## config.mk

```make
export PLATFORM = sky130hd
export DESIGN_NAME = gpio_irq_ctrl
export DESIGN_NICKNAME = d
export VERILOG_FILES = /design/src/rtl/gpio_irq_ctrl.sv
export SDC_FILE = /design/constraint.sdc
export NUM_CORES = 1
export LEC_CHECK = 0
export BUFFER_PORTS_ARGS = -buffer_cell sky130_fd_sc_hd__clkbuf_2
export CORE_MARGIN = 2
export CORE_UTILIZATION = 53
export CTS_BUF_LIST = sky130_fd_sc_hd__clkbuf_16
export DETAILED_ROUTE_END_ITERATION = 8
export HOLD_SLACK_MARGIN = 0.06
export PLACE_DENSITY = 0.82
export SYNTH_ARGS = -nofsm -noshare
export SYNTH_HDL_FRONTEND = slang
export SYNTH_SLANG_ARGS = --single-unit
```

## constraint.sdc

```tcl
create_clock -name clk -period 2.1 [get_ports clk]
set_clock_uncertainty 0.2 [all_clocks]
set_input_delay 0.21 -clock clk [delete_from_list [all_inputs] [get_ports clk]]
set_output_delay 0.21 -clock clk [all_outputs]
set_load 0.1 [all_outputs]
```

## src/rtl/gpio_irq_ctrl.sv

```systemverilog
module gpio_irq_ctrl #(
  parameter int NPINS     = 32,
  parameter int NIRQ      = 16,
  parameter int AW        = 6,
  parameter bit EDGE_MODE = 1'b1
) (
  input  logic             clk,
  input  logic             rst_n,
  input  logic [AW-1:0]    bus_addr,
  input  logic             bus_wr,
  input  logic [31:0]      bus_wdata,
  output logic [31:0]      bus_rdata,
  input  logic [NPINS-1:0] pin_in,
  output logic [NPINS-1:0] pin_out,
  output logic [NPINS-1:0] pin_oe,
  output logic [NIRQ-1:0]  irq
);
  localparam logic [AW-1:0] OFF_DIR  = AW'(6'h00);
  localparam logic [AW-1:0] OFF_IN   = AW'(6'h08);
  localparam logic [AW-1:0] OFF_OUT  = AW'(6'h10);
  localparam logic [AW-1:0] OFF_SET  = AW'(6'h18);
  localparam logic [AW-1:0] OFF_CLR  = AW'(6'h20);
  localparam logic [AW-1:0] OFF_MODE = AW'(6'h30);

  logic [NPINS-1:0] dir_q, out_q, mode_q;
  logic [NPINS-1:0] s1_q, s2_q, s3_q;
  logic [NPINS-1:0] wd;

  assign wd = bus_wdata[NPINS-1:0];

  always_ff @(posedge clk or negedge rst_n) begin
    if (!rst_n) begin
      dir_q  <= '0;
      out_q  <= '0;
      mode_q <= '0;
    end else if (bus_wr) begin
      case (bus_addr)
        OFF_DIR:  dir_q  <= wd;
        OFF_OUT:  out_q  <= wd;
        OFF_SET:  out_q  <= out_q | wd;
        OFF_CLR:  out_q  <= out_q & ~wd;
        OFF_MODE: mode_q <= wd;
        default: ;
      endcase
    end
  end

  always_ff @(posedge clk or negedge rst_n) begin
    if (!rst_n) begin
      s1_q <= '0;
      s2_q <= '0;
      s3_q <= '0;
    end else begin
      s1_q <= pin_in;
      s2_q <= s1_q;
      s3_q <= s2_q;
    end
  end

  always_comb begin
    bus_rdata = '0;
    case (bus_addr)
      OFF_DIR:  bus_rdata[NPINS-1:0] = dir_q;
      OFF_IN:   bus_rdata[NPINS-1:0] = s2_q;
      OFF_OUT:  bus_rdata[NPINS-1:0] = out_q;
      OFF_MODE: bus_rdata[NPINS-1:0] = mode_q;
      default:  bus_rdata = '0;
    endcase
  end

  assign pin_oe  = dir_q;
  assign pin_out = out_q;

  logic [NIRQ-1:0] cur, prv, both, one;
  assign cur  = s2_q[NIRQ-1:0] ^ out_q[NIRQ-1:0];
  assign prv  = s3_q[NIRQ-1:0] ^ out_q[NIRQ-1:0];
  assign both = s2_q[NIRQ-1:0] ^ s3_q[NIRQ-1:0];

  generate
    if (EDGE_MODE) begin : g_edge
      assign one = cur & ~prv;
    end else begin : g_level
      assign one = cur;
    end
  endgenerate

  assign irq = (mode_q[NIRQ-1:0] & both) | (~mode_q[NIRQ-1:0] & one);
endmodule


```

==> impl_metrics.ini <==
[route]
avgViaCountPerCell = 5.97
ant_nets = 0
routedWlPerCell_um = 22.1
wirelength_um = 22200
dr.pass1.iters = 8
vias = 5984
drc = 0
drtIter0Drc = 396

[power_and_ir_drop]
vdd_ir_drop_max_uv = 851
p_sw_mw = 4.88
p_comb_frac = 0.364
clock_power_share = 0.266
p_int_mw = 6.53
power.density_nw_per_um2 = 1050
p_leak_nw = 5.25
switching_share = 0.428
pwr-share-seq = 0.370

[finish]
drive_gt1_frac = 0.414
syn_to_final_growth_pct = 45.9
fin_cells = 1003
utilization = 0.790
final_common_cell = dfrtp_1
num_antenna_cells = 0
fin_nets = 883
final_cell_mix = dfrtp_1 (157), clkbuf_2 (134), dlygate4sd3_1 (65)

[global_routing]
grt_overflow = 0
grt_util_all_layers = 0.298
grt_first_pass_wirelength_um = 34000
grt_max_degree = 57
antenna_found_initial = 0
grt_pass1_vias = 6420

[clock_tree]
cts_tree = yes
clkLatencyLatePin_ps = 420
cts_made_buffers = 17
clock-root-buffer = clkbuf_16
clock-sinks = 176
htreeDepth = 4
path_clk_slew_ps = 60
clk_path_buf_depth = 2

[place]
dp_hpwl_um = 13300
dp.cells = 901
gp_congestion = 0.839
port_buffers = 184

[synth]
ys_async_sr_fraction = 1.00
synth_area_um2 = 7480
synth-simple-area-share = 0.0883
synth_fa_ha_area_frac = 0
synth_xor_area_frac = 0.0375
ys_warn_count = 0
synth_cell_types = 28
synth_compound_area_frac = 0.120
post_synth_inst_count = 550
synthesis.nets = 623
muxShareOfSynthArea = 0.139
synth_top_family_by_area = multiplexers
synth.avg_cell_area_um2 = 13.6
synthTopCellsByArea = dfrtp_1 (59%), mux2_1 (6.3%), a221o_1 (4.3%)
synth_ff_type = dfrtp_1
seq_area_frac_synth = 0.589
synth_top_area_cell = dfrtp_1
synth.top_cell.area_share = 0.589
synth-edff-count = 0
ys_seq_elements = 176

[setup_path]
start_kind = input port
r2r_cells = 2
slowest_delay_ps = 400
crit_chain = buf_6 -> or3_4 -> nor4b_4 -> buf_4 -> buf_12 -> a22o_2 -> buf_12
worstPathArrival_ps = 1720
crit_type = in2out
end_kind = primary output
critPathSlowestCell = or3_4
critPathRequiredTime_ps = 1690
crit_top_cell = buf_12
cp_max_fo = 8

[die]
die_x_um = 123
core_um2 = 13800
fp-row-count = 43
start_util = 0.541
io_pins = 185
dieHeight_um = 123
dieArea_um2 = 15100

[timing]
fmax_mhz = 471
fin_crit_sh = 1.01
rsz0062_at_grt = true
worst_pin_slew_ps = 576
slew_violations = 0
setup_tns_ps = -298
setup_viol = 25
hold_viol = 0
slew_headroom = 0.618
layout_setup_ws_ps = -25.2
post-route-min-period_ps = 2130
whs_ps = 83.9

[run_status]
violations = negative setup slack
outcome = complete, but fails checks

[job]
maxCapViolations = 0

[hold_path]
holdCritPathClass = in2async
[registers in the layout (all words and copies together), names as in the netlist]
name     count
pin_out     32
s2_q        32
s3_q        16
s1_q        32
mode_q      32
pin_oe      32
[per-stage QoR]
step / instance area (um2) / worst slack, ps / power [mW]
6_report: 10900 / -25.2 / 11.4
5_1_grt: 10900 / -71.1 / 11.8
4_1_cts: 10700 / -32.6 / 11.4
3_5_place_dp: 9400 / -40.0 / 8.23
3_3_place_gp: 9400 / 25.5 / 8.13
2_1_floorplan: 7670 / -68.7 / 7.39
[synth_stat cells, drive strengths merged (16+ instances only)]
cell and count:
a221o 32, a22o 32, and3 33, buf 20, clkbuf 21, dfrtp 176
mux2 64, mux2i 32, nor2 32, nor3b 33, o2bb2ai 32, xnor2 16
xor2 16
[critical path: cells and delay by family]
family | cells | cell delay (ps)
buffers and inverters | 4 | 610
AND/OR/NAND/NOR | 2 | 690
AO/OA/AOI/OAI | 1 | 180
[power by group through the flow]
stage	clock (mW)	sequential, mW	combinational [mW]
2_1_floorplan	0	5.94	1.45
3_3_place_gp	0	4.22	3.91
3_5_place_dp	0	4.26	3.97
4_1_cts	3.08	4.21	4.08
5_1_grt	3.24	4.27	4.30
6_report	3.04	4.22	4.15
[path summary, 6_finish.rpt]
kind	slack (ps)	endpoint	start
min in group clk	150	s2_q[11]$_DFF_PN0_	s1_q[11]$_DFF_PN0_
max in group asynchronous	920	s2_q[27]$_DFF_PN0_	rst_n
worst max register to register	800	pin_out[0]$_DFFE_PN0P_	pin_out[0]$_DFFE_PN0P_
worst min-delay path	80	pin_oe[3]$_DFFE_PN0P_	rst_n
worst max-delay path	-30	bus_rdata[26]	bus_addr[0]
worst min register to register	150	s2_q[11]$_DFF_PN0_	s1_q[11]$_DFF_PN0_
[final cells by class]
class,count,area (um2)
flip-flops and latches,176,4430
multi-input cells,333,3230
fillers,756,2910
repair buffers,282,2470
clock buffers,17,425
well taps,180,225
clock inverters,15,145
[per-layer routing]
metal  wire, um  vias to the layer above  GRT usage
met2      11300                      306      0.490
met3       1580                       51     0.0688
met4        593                        0      0.137
met1       8650                     3050      0.374
met5          0                        -          0
li1           -                     2577          -
[kinds of logic after synthesis]
kind of cell / count (synthesis)
mux: 96
compound gates: 98
xor+xnor: 32
buf+inv: 41
simple gates: 107
flops: 176
[repair_timing]
action                                 in CTS  in global routing
gates resized for setup                     6                 46
hold buffers                               65                  0
setup buffers                               1                  1
cloned                                      1                  2
endpoints found under the hold margin     304                  0
setup endpoints to repair                  36                 44
pin swaps                                   1                 22
No activity file was read; power rests on OpenSTA's default activity.
